===== config.mk =====
export PLATFORM = sky130hd
export DESIGN_NAME = cerr_record
export DESIGN_NICKNAME = d
export VERILOG_FILES = /design/src/rtl/cerr_pkg.sv /design/src/rtl/cerr_loc_cmp.sv /design/src/rtl/cerr_counter.sv /design/src/rtl/cerr_record.sv
export SDC_FILE = /design/constraint.sdc
export NUM_CORES = 1
export LEC_CHECK = 0
export ABC_AREA = 1
export CAP_MARGIN = 20
export CORE_MARGIN = 4
export CORE_UTILIZATION = 38
export CTS_CLUSTER_DIAMETER = 40
export DETAILED_ROUTE_END_ITERATION = 10
export PLACE_DENSITY = 0.79
export SLEW_MARGIN = 10
export SYNTH_ARGS = -nofsm -noshare
export SYNTH_HDL_FRONTEND = slang
export SYNTH_SLANG_ARGS = --single-unit
export TNS_END_PERCENT = 100

===== constraint.sdc =====
create_clock -name clk -period 1.5 [get_ports clk]
set_input_delay 0.225 -clock clk [delete_from_list [all_inputs] [get_ports clk]]
set_output_delay 0.225 -clock clk [all_outputs]
set_load 0.02 [all_outputs]

===== src/rtl/cerr_pkg.sv =====
package cerr_pkg;

    localparam int REC_W       = 64;
    localparam int CNT_W       = 7;
    localparam int WAY_W       = 2;
    localparam int IDX_FIELD_W = 13;
    localparam int LVL_W       = 3;

    // Field positions software decodes
    localparam int P_OTH_OVF = 47;
    localparam int P_OTH_CNT = 40;
    localparam int P_REP_OVF = 39;
    localparam int P_REP_CNT = 32;
    localparam int P_WAY     = 30;
    localparam int P_IDX     = 6;
    localparam int P_LVL     = 1;
    localparam int P_TYPE    = 0;

    typedef struct packed {
        logic [WAY_W-1:0]       way;
        logic [IDX_FIELD_W-1:0] idx;
        logic [LVL_W-1:0]       lvl;
        logic                   icache;
    } loc_t;

    typedef enum logic [0:0] {
        ST_EMPTY = 1'b0,
        ST_TRACK = 1'b1
    } rec_state_e;

    function automatic logic [REC_W-1:0] pack_rec(
        input loc_t             l,
        input logic [CNT_W-1:0] rep_c,
        input logic             rep_f,
        input logic [CNT_W-1:0] oth_c,
        input logic             oth_f
    );
        logic [REC_W-1:0] r;
        r                        = '0;
        r[P_TYPE]                = l.icache;
        r[P_LVL +: LVL_W]        = l.lvl;
        r[P_IDX +: IDX_FIELD_W]  = l.idx;
        r[P_WAY +: WAY_W]        = l.way;
        r[P_REP_CNT +: CNT_W]    = rep_c;
        r[P_REP_OVF]             = rep_f;
        r[P_OTH_CNT +: CNT_W]    = oth_c;
        r[P_OTH_OVF]             = oth_f;
        return r;
    endfunction

    function automatic loc_t unpack_loc(input logic [REC_W-1:0] d);
        loc_t l;
        l.icache = d[P_TYPE];
        l.lvl    = d[P_LVL +: LVL_W];
        l.idx    = d[P_IDX +: IDX_FIELD_W];
        l.way    = d[P_WAY +: WAY_W];
        return l;
    endfunction

endpackage


===== src/rtl/cerr_loc_cmp.sv =====
module cerr_loc_cmp
    import cerr_pkg::*;
#(
    parameter int IDX_W = 13
) (
    input  loc_t raw_loc,
    input  loc_t stored_loc,
    output loc_t clean_loc,
    output logic loc_match
);

    localparam logic [IDX_FIELD_W-1:0] IDX_KEEP =
        IDX_FIELD_W'((IDX_FIELD_W+1)'(1) << IDX_W) - IDX_FIELD_W'(1);

    logic [IDX_FIELD_W-1:0] idx_clean;

    generate
        if (IDX_W < IDX_FIELD_W) begin : g_trim
            assign idx_clean = raw_loc.idx & IDX_KEEP;
        end else begin : g_full
            assign idx_clean = raw_loc.idx;
        end
    endgenerate

    always_comb begin
        clean_loc     = raw_loc;
        clean_loc.idx = idx_clean;
        loc_match     = (clean_loc == stored_loc);
    end

endmodule


===== src/rtl/cerr_counter.sv =====
module cerr_counter #(
    parameter int W = 7
) (
    input  logic         clk,
    input  logic         rst_n,
    input  logic         ld,
    input  logic [W-1:0] ld_cnt,
    input  logic         ld_ovf,
    input  logic         inc,
    output logic [W-1:0] cnt,
    output logic         ovf
);

    localparam logic [W-1:0] CNT_TOP = '1;

    always_ff @(posedge clk) begin
        if (!rst_n) begin
            cnt <= '0;
            ovf <= 1'b0;
        end else if (ld) begin
            cnt <= ld_cnt;
            ovf <= ld_ovf;
        end else if (inc) begin
            if (cnt == CNT_TOP) begin
                cnt <= '0;
                ovf <= 1'b1;
            end else begin
                cnt <= cnt + 1'b1;
            end
        end
    end

    AST_OVF_STICKY: assert property (@(posedge clk) disable iff (!rst_n)
        (ovf && !ld) |=> ovf);
    AST_WRAP_TO_ZERO: assert property (@(posedge clk) disable iff (!rst_n)
        (inc && !ld && cnt == CNT_TOP) |=> (cnt == '0 && ovf));
    AST_IDLE_HOLD: assert property (@(posedge clk) disable iff (!rst_n)
        (!inc && !ld) |=> $stable(cnt));

endmodule


===== src/rtl/cerr_record.sv =====
module cerr_record
    import cerr_pkg::*;
#(
    parameter int IDX_W = 13
) (
    input  logic             clk,
    input  logic             rst_n,
    input  logic             sw_wr_en,
    input  logic [REC_W-1:0] sw_wr_data,
    output logic [REC_W-1:0] rec_rd_data,
    input  logic             evt_valid,
    input  logic [WAY_W-1:0] evt_way,
    input  logic [IDX_FIELD_W-1:0] evt_index,
    input  logic [LVL_W-1:0] evt_level,
    input  logic             evt_icache,
    input  logic             irq_en,
    output logic             fault_irq
);

    localparam logic [IDX_FIELD_W-1:0] IDX_KEEP =
        IDX_FIELD_W'((IDX_FIELD_W+1)'(1) << IDX_W) - IDX_FIELD_W'(1);

    rec_state_e state_q, state_d;
    loc_t       loc_q;
    loc_t       evt_raw, evt_clean, wr_loc;
    logic       loc_match;
    logic       cap, inc_rep, inc_oth;
    logic [CNT_W-1:0] rep_cnt, oth_cnt;
    logic       rep_ovf, oth_ovf;
    logic [REC_W-1:0] wr_img;
    logic       wr_is_zero;
    logic       unused_rsvd;

    always_comb begin
        evt_raw.way    = evt_way;
        evt_raw.idx    = evt_index;
        evt_raw.lvl    = evt_level;
        evt_raw.icache = evt_icache;
    end

    cerr_loc_cmp #(.IDX_W(IDX_W)) u_cmp (
        .raw_loc    (evt_raw),
        .stored_loc (loc_q),
        .clean_loc  (evt_clean),
        .loc_match  (loc_match)
    );

    // Write image: only implemented bits survive
    always_comb begin
        wr_loc     = unpack_loc(sw_wr_data);
        wr_loc.idx = wr_loc.idx & IDX_KEEP;
        wr_img     = pack_rec(wr_loc,
                              sw_wr_data[P_REP_CNT +: CNT_W], sw_wr_data[P_REP_OVF],
                              sw_wr_data[P_OTH_CNT +: CNT_W], sw_wr_data[P_OTH_OVF]);
        wr_is_zero = (wr_img == '0);
    end

    assign unused_rsvd = ^(sw_wr_data & ~wr_img);

    // State register
    always_ff @(posedge clk) begin
        if (!rst_n) state_q <= ST_EMPTY;
        else        state_q <= state_d;
    end

    // Next state and counting decisions
    always_comb begin
        state_d = state_q;
        cap     = 1'b0;
        inc_rep = 1'b0;
        inc_oth = 1'b0;
        if (sw_wr_en) begin
            state_d = wr_is_zero ? ST_EMPTY : ST_TRACK;   // CLEAR / LOAD
        end else if (evt_valid) begin
            unique case (state_q)
                ST_EMPTY: begin                           // CAPTURE
                    cap     = 1'b1;
                    inc_rep = 1'b1;
                    state_d = ST_TRACK;
                end
                ST_TRACK: begin
                    if (loc_match) inc_rep = 1'b1;
                    else           inc_oth = 1'b1;
                end
                default: state_d = ST_EMPTY;
            endcase
        end
    end

    always_ff @(posedge clk) begin
        if (!rst_n)        loc_q <= '0;
        else if (sw_wr_en) loc_q <= wr_loc;
        else if (cap)      loc_q <= evt_clean;
    end

    cerr_counter #(.W(CNT_W)) u_rep (
        .clk    (clk),
        .rst_n  (rst_n),
        .ld     (sw_wr_en),
        .ld_cnt (sw_wr_data[P_REP_CNT +: CNT_W]),
        .ld_ovf (sw_wr_data[P_REP_OVF]),
        .inc    (inc_rep),
        .cnt    (rep_cnt),
        .ovf    (rep_ovf)
    );

    cerr_counter #(.W(CNT_W)) u_oth (
        .clk    (clk),
        .rst_n  (rst_n),
        .ld     (sw_wr_en),
        .ld_cnt (sw_wr_data[P_OTH_CNT +: CNT_W]),
        .ld_ovf (sw_wr_data[P_OTH_OVF]),
        .inc    (inc_oth),
        .cnt    (oth_cnt),
        .ovf    (oth_ovf)
    );

    // Outputs
    always_comb begin
        rec_rd_data = pack_rec(loc_q, rep_cnt, rep_ovf, oth_cnt, oth_ovf);
        fault_irq   = irq_en & (rep_ovf | oth_ovf);
    end

    AST_CAPTURE_TRACK: assert property (@(posedge clk) disable iff (!rst_n)
        (state_q == ST_EMPTY && evt_valid && !sw_wr_en) |=> (state_q == ST_TRACK));
    AST_ONE_BUCKET: assert property (@(posedge clk) disable iff (!rst_n)
        $onehot0({inc_rep, inc_oth}));
    AST_LOC_HELD: assert property (@(posedge clk) disable iff (!rst_n)
        (state_q == ST_TRACK && !sw_wr_en) |=> $stable(loc_q));
    AST_WRITE_WINS: assert property (@(posedge clk) disable iff (!rst_n)
        sw_wr_en |=> ((rec_rd_data & ~$past(sw_wr_data)) == '0));
    AST_RSVD_ZERO: assert property (@(posedge clk) disable iff (!rst_n)
        (rec_rd_data[63:48] == '0 && rec_rd_data[29:19] == '0
         && rec_rd_data[5:4] == '0));

endmodule


==> results by group, run 1 <==
Logic synthesis
  • Cells after synthesis: 395
  • Synth Area in Compound Gates: 0.1546
  • Post-Syn Area: 2516 sq um
  • Area share of fa/ha/maj cells after synthesis: 0.009945
  • Yosys cell types: 32
  • Cell with the most instances after synthesis: nand2_1
  • Mux contribution to synthesized area: 0.003978
  • Mean Syn Cell Area: between 6 and 7 sq um
  • Post-synthesis simple-gate area fraction: 0.3168
  • Leading area contributor after synthesis: dfxtp_1
  • Xor and xnor area share after synthesis: 0.04873
  • Post-synth top cells: nand2_1 (115), inv_1 (37), dfxtp_1 (36)
  • Synthesized flop and latch total: 36
  • Ys Warns: 0
  • Asr flop ratio synth: 0
  • Post-synth top area share: 0.2864
  • Top cells by area, synth: dfxtp_1 (29%), nand2_1 (17%), buf_4 (9.8%)
  • Ys flop type: dfxtp_1
  • Register area share after synthesis: 0.2864
  • Main combinational cell family by area after synthesis: simple AND/OR/NAND/NOR gates
  • Post-synth EDFFs: 0

Routing
  • DR DRC count: 0
  • 1st-iter DRT viols: around 130
  • Vias: 2,841
  • WL/cell: ~13 um
  • DRT Wirelength: 7.715 mm
  • Post-route ant nets: 0
  • Vias per cell: 4.865
  • DRT Pass-1 Iters: 4

Power and ir drop
  • P per Cell Area: 777.5 nW/um^2
  • P_leak: 1.814 nW
  • Peak supply drop: 0.3816 mV

GRT
  • Largest net degree at the start of global routing: 39
  • Initial antenna violation count: 0
  • First-pass GRT wire length: 12.15 mm
  • Gr usage total: 0.1923
  • GRT Residual Overflow: 0
  • Vias in the first global route: 2,757

Finish
  • Fillers: 603
  • Net count, final: 596
  • Fin util: 0.5827
  • Antenna Cells: 0
  • Share of cells above drive strength 1: 0.1420
  • Final std cells w/o fill: between 500 and 600
  • Area growth syn-to-layout: 47.89%

Die
  • Initial Utilization: 0.3940
  • Core ar.: 6386 sq um
  • Die X: 89.37 um
  • Die height: 89.37 um
  • Full die area: about 8000 sq um
  • Ports: roughly 150
  • Std-Cell Rows: 29

Place
  • Routability cong.: around 0.81
  • I/O Buffers: 94
  • Dpl hpwl: around 6 mm
  • Placed cells: 574
  • Dpl ws: -0.3539 ns

Clock tree
  • H-tree lvl count: 2
  • Clock root buffer: clkbuf_8
  • TritonCTS Buffers: 5
  • CTS tree: done
  • CTS clk-pin slew, worst paths: ~0.08 ns
  • Bufs on Longest Clock Path: 2
  • Post-CTS Hold Buffers: 0
  • Worst-skew pair later-pin latency: 0.29 ns
  • Clock Sinks: 36

Setup path
  • Crit Path Class: in -> reg
  • FF-to-FF setup slack: 0.06 ns
  • Crit-path max FO: 9
  • Crit path capture type: flop
  • Critical path required time: 1.68 ns
  • Startpoint type of the worst setup path: primary input
  • CP arrival: around 1.7 ns

Timing
  • Final worst path period need: 1.471 ns
  • Final worst slack: 0.02853 ns
  • Setup-failing EPs final: 0
  • Setup Skew: 0.007550 ns
  • RSZ-0062 raised after global routing: true
  • Final hold viol count: 0
  • Period utilisation layout: 0.9810
  • Fmax: 679.6 MHz
  • Setup TNS Final: 0 ns
  • Final Slew Violations: 0

Flow run
  • Maxcap violations: 0

Status
  • Status: completed

Worst hold path
  • Hold Path Class: in -> reg
power breakdown:
| group | leakage (nW) | switching [W] | internal (W) |
|---|---|---|---|
| combinational | 1.46 | 0.000499 | 0.000402 |
| clock | 0.0552 | 0.000382 | 0.000494 |
| sequential | 0.302 | 0.0000769 | 0.00104 |
| total | 1.81 | 0.000958 | 0.00194 |
kinds of logic (layout without fill, tap and decap cells):
group	Yosys count	count (layout)
DFF	36	36
muxes	1	1
adders and majority gates	2	2
xor gates and xnor gates	14	14
and+or+nand+nor	186	186
buffers and inverters	85	169
AOI/OAI and AO/OA	70	70
other	1	29
final timing paths:
| check | startpoint | endpoint | depth (start not counted) |
|---|---|---|---|
| worst max register to register | u_rep.cnt[0]$_SDFFE_PN0P_ | u_rep.cnt[6]$_SDFFE_PN0P_ | 9 |
| worst min-delay path | evt_way[1] | rec_rd_data[31]$_SDFFE_PN0P_ | 3 |
| worst min register to register | u_oth.ovf$_SDFFE_PN0P_ | u_oth.ovf$_SDFFE_PN0P_ | 2 |
| worst max-delay path | evt_icache | u_oth.ovf$_SDFFE_PN0P_ | 10 |
placed cells by master (no fill, tap or decap), types with 2 or more instances in the layout:
master,n
clkdlybuf4s50_1,46
nor4_1,6
buf_4,26
xnor2_1,7
inv_1,37
nand2_4,3
nor2_2,7
or2_2,3
nand2_2,2
buf_12,2
nand3_1,20
xor2_1,7
nand3_2,3
dfxtp_1,22
a21oi_1,14
o21ai_1,3
conb_1,29
nor2_1,25
clkbuf_8,5
dlymetal6s2s_1,2
o21ai_0,26
dfxtp_2,14
nand2_1,114
dlygate4sd2_1,46
a31oi_1,21
what timing repair did:
item | CTS | global route
setup endpoints to repair | 47 | 18
pin swaps | 3 | 11
setup buffers | 0 | 2
resized for setup | 50 | 22
per-stage QoR:
| stage | total power (W) | area [sq um] | hold slack (ns) |
|---|---|---|---|
| 6_report | 0.002893 | 3721 | 0.2398 |
| 5_1_grt | 0.003053 | 3721 | 0.2394 |
| 4_1_cts | 0.002881 | 3646 | 0.3549 |
| 3_3_place_gp | 0.002054 | 3582 | 0.4619 |
| 3_5_place_dp | 0.002073 | 3582 | 0.4582 |
| 2_1_floorplan | 0.001665 | 2626 | 0.3853 |
sequential cells by signal, indices dropped and copies added, names as in the netlist:
register / flops
rec_rd_data: 19
u_oth.cnt: 7
u_rep.cnt: 7
state_q: 1
u_oth.ovf: 1
u_rep.ovf: 1
critical path, cell delays in order:
cell,delay (ns)
clkdlybuf4s50_1,0.51
nand2_1,0.07
nand2_1,0.07
nand3_1,0.11
nor2_2,0.15
nand3_2,0.13
nand2_4,0.15
nand2_8,0.09
nand2_1,0.09
a21oi_1,0.06
final cells by class:
| type | instances | area (sq um) | share of cell area |
|---|---|---|---|
| clock inverters | 2 | 35.03 | 0.009415 |
| clock buffers | 6 | 72.57 | 0.01950 |
| inverters | 39 | 146.4 | 0.03934 |
| well taps | 77 | 96.34 | 0.02589 |
| multi-input cells | 302 | 1509 | 0.4055 |
| flip-flops and latches | 36 | 738.2 | 0.1984 |
| repair buffers | 122 | 1124 | 0.3020 |
per-layer routing:
| metal | share of wire | up-vias | GRT usage |
|---|---|---|---|
| li1 | - | 1438 | - |
| met1 | 0.41 | 1284 | 0.2331 |
| met2 | 0.49 | 107 | 0.3342 |
| met3 | 0.078 | 12 | 0.04055 |
| met4 | 0.015 | 0 | 0.06901 |
| met5 | 0 | - | 0 |
Power figures use the tool's default switching activity.
==> run 2, diff against run 1 <==
CORE_UTILIZATION = 30   (was 38)
GPL_ROUTABILITY_DRIVEN = 0   (was unset)
MAX_ROUTING_LAYER = met4   (was unset)
PLACE_DENSITY = 0.64   (was 0.79)
==> results by group, run 2 (synthesis results as in run 1) <==
Timing
  • Period utilisation layout: 0.9843 (+0.003286)
  • Setup TNS Final: 0 ns (unchanged)
  • Final Slew Violations: 0 (unchanged)
  • Setup Skew: 0.002960 ns (-0.004590 ns)
  • Setup-failing EPs final: 0 (unchanged)
  • RSZ-0062 raised after global routing: true
  • Final worst path period need: 1.476 ns (+0.004929 ns)
  • Fmax: 677.3 MHz (-0.33%)
  • Final hold viol count: 0 (unchanged)

Clock tree
  • H-tree lvl count: 2 (unchanged)
  • CTS tree: done
  • CTS clk-pin slew, worst paths: 0.07 ns (about the same)
  • Worst-skew pair later-pin latency: 0.28 ns (about the same)
  • TritonCTS Buffers: 5 (unchanged)
  • Clock Sinks: 36 (unchanged)
  • Clock root buffer: clkbuf_8
  • Bufs on Longest Clock Path: 2 (unchanged)
  • Post-CTS Hold Buffers: 0 (unchanged)

GRT
  • Largest net degree at the start of global routing: 39 (unchanged)
  • Gr usage total: 0.1622 (-0.03011)
  • Initial antenna violation count: 0 (unchanged)
  • First-pass GRT wire length: 12.74 mm (+4.8%)
  • Vias in the first global route: 2,714 (-1.6%)
  • GRT Residual Overflow: 0 (unchanged)

Finish
  • Share of cells above drive strength 1: 0.1516 (+0.009563)
  • Most frequent cells in the layout: nand2_1 (112), clkdlybuf4s50_1 (45), dlygate4sd2_1 (44)
  • Max reg flops: 19 (unchanged)
  • Most common cell after layout, fill and taps aside: nand2_1
  • Area growth syn-to-layout: 49.88%
  • Antenna Cells: 0 (unchanged)
  • Fin util: 0.4613 (-0.1214)
  • Net count, final: 597 (+0.17%)
  • Final Cell Area: 3771 sq um (+1.3%)

Die
  • Die height: 99.58 um (+11%)
  • Initial Utilization: 0.3078 (-0.08623)
  • Ports: 153 (unchanged)
  • Core ar.: 8175 sq um (+28%)
  • Full die area: 9916 sq um (+24%)
  • Die X: 99.58 um (+11%)
  • Std-Cell Rows: 33 (+14%)

Power and ir drop
  • P_leak: 1.842 nW (+1.6%)
  • P per Cell Area: 730.4 nW/um^2 (-6.1%)
  • Peak supply drop: 0.3643 mV (-4.5%)

Routing
  • DRT Pass-1 Iters: 4 (unchanged)
  • Vias per cell: 4.670 (-4.0%)
  • DRT Wirelength: 8.092 mm (+4.9%)
  • Vias: 2,863 (+0.77%)
  • WL/cell: 13.20 um (about the same)
  • DR DRC count: 0 (unchanged)
  • Met2 Routed Length: 3.901 mm (+2.5%)
  • Top layer in use: met4
  • 1st-iter DRT viols: 82 (-38%)
  • Post-route ant nets: 0 (unchanged)
  • WL met1: 3.655 mm (+15%)
  • Met3 routed WL: 452 um (-25%)

Setup path
  • CP arrival: 1.64 ns (-0.02 ns)
  • Reg2Reg Depth: 9 (unchanged)
  • Critical R2R Launch: u_rep.cnt[0]$_SDFFE_PN0P_
  • Crit path capture type: flop
  • Crit. Startpoint: evt_icache
  • Crit-path max FO: 6 (-3)
  • Crit Path Class: in -> reg
  • FF-to-FF setup slack: 0.04 ns (-0.02 ns)
  • Critical path required time: 1.67 ns (about the same)
  • FF-to-FF End: u_rep.cnt[6]$_SDFFE_PN0P_
  • Worst Setup EP: u_rep.cnt[6]$_SDFFE_PN0P_
  • Startpoint type of the worst setup path: primary input

Place
  • DP Area: 3605 sq um (+0.63%)
  • I/O Buffers: 94 (unchanged)
  • Dpl hpwl: 6.196 mm (+3.4%)

Status
  • Status: completed

Worst hold path
  • Hold path startpoint: evt_level[2]
  • Hold Path Class: in -> reg

Flow run
  • Maxcap violations: 0 (unchanged)
[run 2: area by class of cell]
class	count	area (sq um)
tap	105	131.4
multi-input combinational	304	1554
timing repair buffer	121	1114
fill	874	4404
inverter	39	146.4
clock buffer	8	90.09
sequential	36	735.7
[run 2: what timing repair did]
item                       CTS  global route
setup endpoints to repair   51            18
resized for setup           53            28
pin swaps                    6             9
buffers inserted             0             1
gates cloned                 2             0
[run 2: metrics by stage]
stage	instances	hold slack (ns)	setup WS, ns	power [W]
after floorplan	423	0.3853	0.06262	0.001665
after global placement	602	0.4600	-0.3540	0.002059
after detailed placement	602	0.4631	-0.3601	0.002070
after CTS	612	0.3494	0.003550	0.002762
after global routing	613	0.2939	-0.04086	0.002909
final	613	0.2806	0.02360	0.002754
[run 2: power by group]
part / leakage [nW] / internal [W] / total [W] / switching (W)
clock: 0.0455 / 0.000375 / 0.000730 / 0.000354
combinational: 1.50 / 0.000399 / 0.000913 / 0.000514
sequential: 0.302 / 0.00104 / 0.00111 / 0.0000736
total: 1.84 / 0.00181 / 0.00275 / 0.000942
[run 2: critical path: stages]
cell and delay, ns:
clkdlybuf4s50_1 0.51, nand2_1 0.06, nand2_1 0.09, nand3_2 0.11
nor2_4 0.14, nand3_4 0.14, nand2_4 0.13, nand2_4 0.09
nand2_1 0.07, a21oi_1 0.06
[run 2: how the worst min path moves through the flow]
stage | endpoint | slack (ns) | cells after the start
detailed placement | u_oth.ovf$_SDFFE_PN0P_ | 0.46 | 2
global placement | u_oth.ovf$_SDFFE_PN0P_ | 0.46 | 2
CTS | rec_rd_data[11]$_SDFFE_PN0P_ | 0.35 | 3
floorplan | rec_rd_data[17]$_SDFFE_PN0P_ | 0.39 | 2
finish | rec_rd_data[3]$_SDFFE_PN0P_ | 0.28 | 3
global route | rec_rd_data[3]$_SDFFE_PN0P_ | 0.29 | 3
[run 2: metal layers]
metal / vias to the layer above / GRT usage
met5: - / -
met4: 0 / 0.03782
met3: 6 / 0.03366
met2: 112 / 0.2681
met1: 1309 / 0.2034
li1: 1436 / -
==> run 3, diff against run 2 <==
CORE_UTILIZATION = 38   (was 30)
PLACE_DENSITY = 0.79   (was 0.64)
==> results by group, run 3 (synthesis results as in run 1) <==
Status
  • Status: completed

Setup path
  • FF-to-FF setup slack: 0.03 ns (about the same)
  • Crit Path Class: in -> reg
  • Bufs and invs on worst path: 2 (+1)
  • Max incr delay on CP: 0.52 ns (about the same)
  • Crit path cell chain: clkdlybuf4s50_1 -> inv_2 -> or2_2 -> nor4_1 -> a31oi_1
  • Crit-path max FO: 3 (-3)
  • Critical path required time: 1.64 ns (-0.03 ns)
  • Slowest CP cell: clkdlybuf4s50_1
  • Startpoint type of the worst setup path: primary input
  • Crit path capture type: flop
  • CP top delay family: simple AND/OR/NAND/NOR gates
  • CP arrival: 1.62 ns (-0.02 ns)

Routing
  • DRT Pass-1 Iters: 4 (unchanged)
  • DR DRC count: 0 (unchanged)
  • 1st-iter DRT viols: 99 (+21%)
  • Vias: 2,876 (+0.45%)
  • DRT Wirelength: 7.761 mm (-4.1%)
  • Vias per cell: 4.942 (+5.8%)
  • Post-route ant nets: 0 (unchanged)
  • WL/cell: 13.34 um (+1.0%)

Timing
  • Final Slew Violations: 0 (unchanged)
  • RSZ-0062 raised after global routing: true
  • Final worst path period need: 1.479 ns (+0.002250 ns)
  • Period utilisation layout: 0.9858 (+0.001500)
  • Final hold viol count: 0 (unchanged)
  • Final worst slack: 0.02135 ns (-0.002250 ns)
  • Fmax: 676.3 MHz (-0.15%)
  • Setup Skew: 0.008104 ns (+0.005144 ns)
  • Setup-failing EPs final: 0 (unchanged)

Die
  • Die X: 89.37 um (-10%)
  • Die height: 89.37 um (-10%)
  • Ports: 153 (unchanged)
  • Initial Utilization: 0.3940 (+0.08623)
  • Core ar.: 6386 sq um (-22%)
  • Std-Cell Rows: 29 (-12%)
  • Full die area: 7987 sq um (-19%)

GRT
  • GRT Residual Overflow: 0 (unchanged)
  • Gr usage total: 0.1979 (+0.03567)
  • Vias in the first global route: 2,720 (+0.22%)
  • Largest net degree at the start of global routing: 39 (unchanged)
  • Initial antenna violation count: 0 (unchanged)
  • First-pass GRT wire length: 12.21 mm (-4.2%)

Clock tree
  • Post-CTS setup buffer count: 0 (unchanged)
  • Post-CTS Hold Buffers: 0 (unchanged)
  • CTS clk-pin slew, worst paths: 0.07 ns (about the same)
  • TritonCTS Buffers: 5 (unchanged)
  • Clock root buffer: clkbuf_8
  • CTS tree: done
  • H-tree lvl count: 2 (unchanged)
  • Clock Sinks: 36 (unchanged)
  • Worst-skew pair later-pin latency: 0.28 ns (about the same)
  • Bufs on Longest Clock Path: 2 (unchanged)

Flow run
  • Maxcap violations: 0 (unchanged)

Finish
  • Most common cell after layout, fill and taps aside: nand2_1
  • Fin util: 0.5982 (+0.1369)
  • Fillers: 602 (-31%)
  • Most frequent cells in the layout: nand2_1 (105), clkdlybuf4s50_1 (45), dlygate4sd2_1 (39)
  • Final std cells w/o fill: 582 (-5.1%)
  • Net count, final: 595 (-0.34%)
  • Final Cell Area: 3820 sq um (+1.3%)
  • Area growth syn-to-layout: 51.81%
  • Max reg flops: 19 (unchanged)
  • Antenna Cells: 0 (unchanged)
  • Share of cells above drive strength 1: 0.1802 (+0.02862)

Power and ir drop
  • Peak supply drop: 0.5158 mV (+42%)
  • P per Cell Area: 734.1 nW/um^2 (+0.51%)
  • P_leak: 1.881 nW (+2.1%)

Place
  • DP Area: 3575 sq um (-0.83%)
  • I/O Buffers: 94 (unchanged)
  • Dpl ws: -0.3401 ns (+0.02004 ns)
  • Placed cells: 573 (-4.8%)
  • Dpl hpwl: 5.821 mm (-6.1%)

Worst hold path
  • Hold Path Class: in -> reg
==> run 3: changes by cell type in the layout (fill, tap and decap cells not counted), moves of 3 or more <==
cell,before,now
nand2_1,112,105
nand2_2,5,12
dlygate4sd2_1,44,39
dlymetal6s2s_1,5,10
dfxtp_1,24,20
buf_4,26,23
dfxtp_2,12,15
==> run 3: where the power goes <==
| group | internal [W] | total, W | switching (W) |
|---|---|---|---|
| clock | 0.000409 | 0.000752 | 0.000343 |
| sequential | 0.00104 | 0.00112 | 0.0000801 |
| combinational | 0.000414 | 0.000932 | 0.000518 |
| total | 0.00186 | 0.00280 | 0.000941 |
==> run 3: worst min-delay path, stage by stage <==
cell and delay, ns:
dlymetal6s2s_1 0.14, nand2_1 0.07, a31oi_1 0.07
==> run 3: final cells by class <==
type / instances / area [sq um] / area share
well taps: 77 / 96.34 / 0.02522
multi-input cells: 304 / 1608 / 0.4209
repair buffers: 119 / 1130 / 0.2958
inverters: 39 / 146.4 / 0.03832
clock buffers: 7 / 96.34 / 0.02522
flip-flops and latches: 36 / 743.2 / 0.1946
==> run 3: path summary, 6_finish.rpt <==
path,cells past startpoint,from,to
min reg2reg,2,u_oth.ovf$_SDFFE_PN0P_,u_oth.ovf$_SDFFE_PN0P_
max,5,sw_wr_en,state_q$_SDFFE_PN0P_
max reg2reg,8,rec_rd_data[0]$_SDFFE_PN0P_,u_oth.cnt[1]$_SDFFE_PN0P_
min,3,evt_index[7],rec_rd_data[13]$_SDFFE_PN0P_
==> run 3: repair_timing <==
action | in CTS | in global routing
setup endpoints to repair | 45 | 22
resized for setup | 48 | 53
pin swaps | 6 | 21
cloned | 2 | 0
==> run 3: layer usage <==
layer  GRT usage  wire length, um  up-vias
li1            -                -     1437
met1      0.2446             3232     1300
met2      0.3295             3809      129
met3     0.03134              612       10
met4     0.06225              106        0
met5           -                0        -
==> run 3: stage by stage <==
step,total power (W),hold slack (ns),TNS [ns]
after floorplan,0.001665,0.3853,0
after global placement,0.002051,0.4620,-6.178
after detailed placement,0.002067,0.4607,-7.120
after CTS,0.002772,0.3614,0
after global routing,0.002956,0.2532,-1.105
final,0.002804,0.2520,0
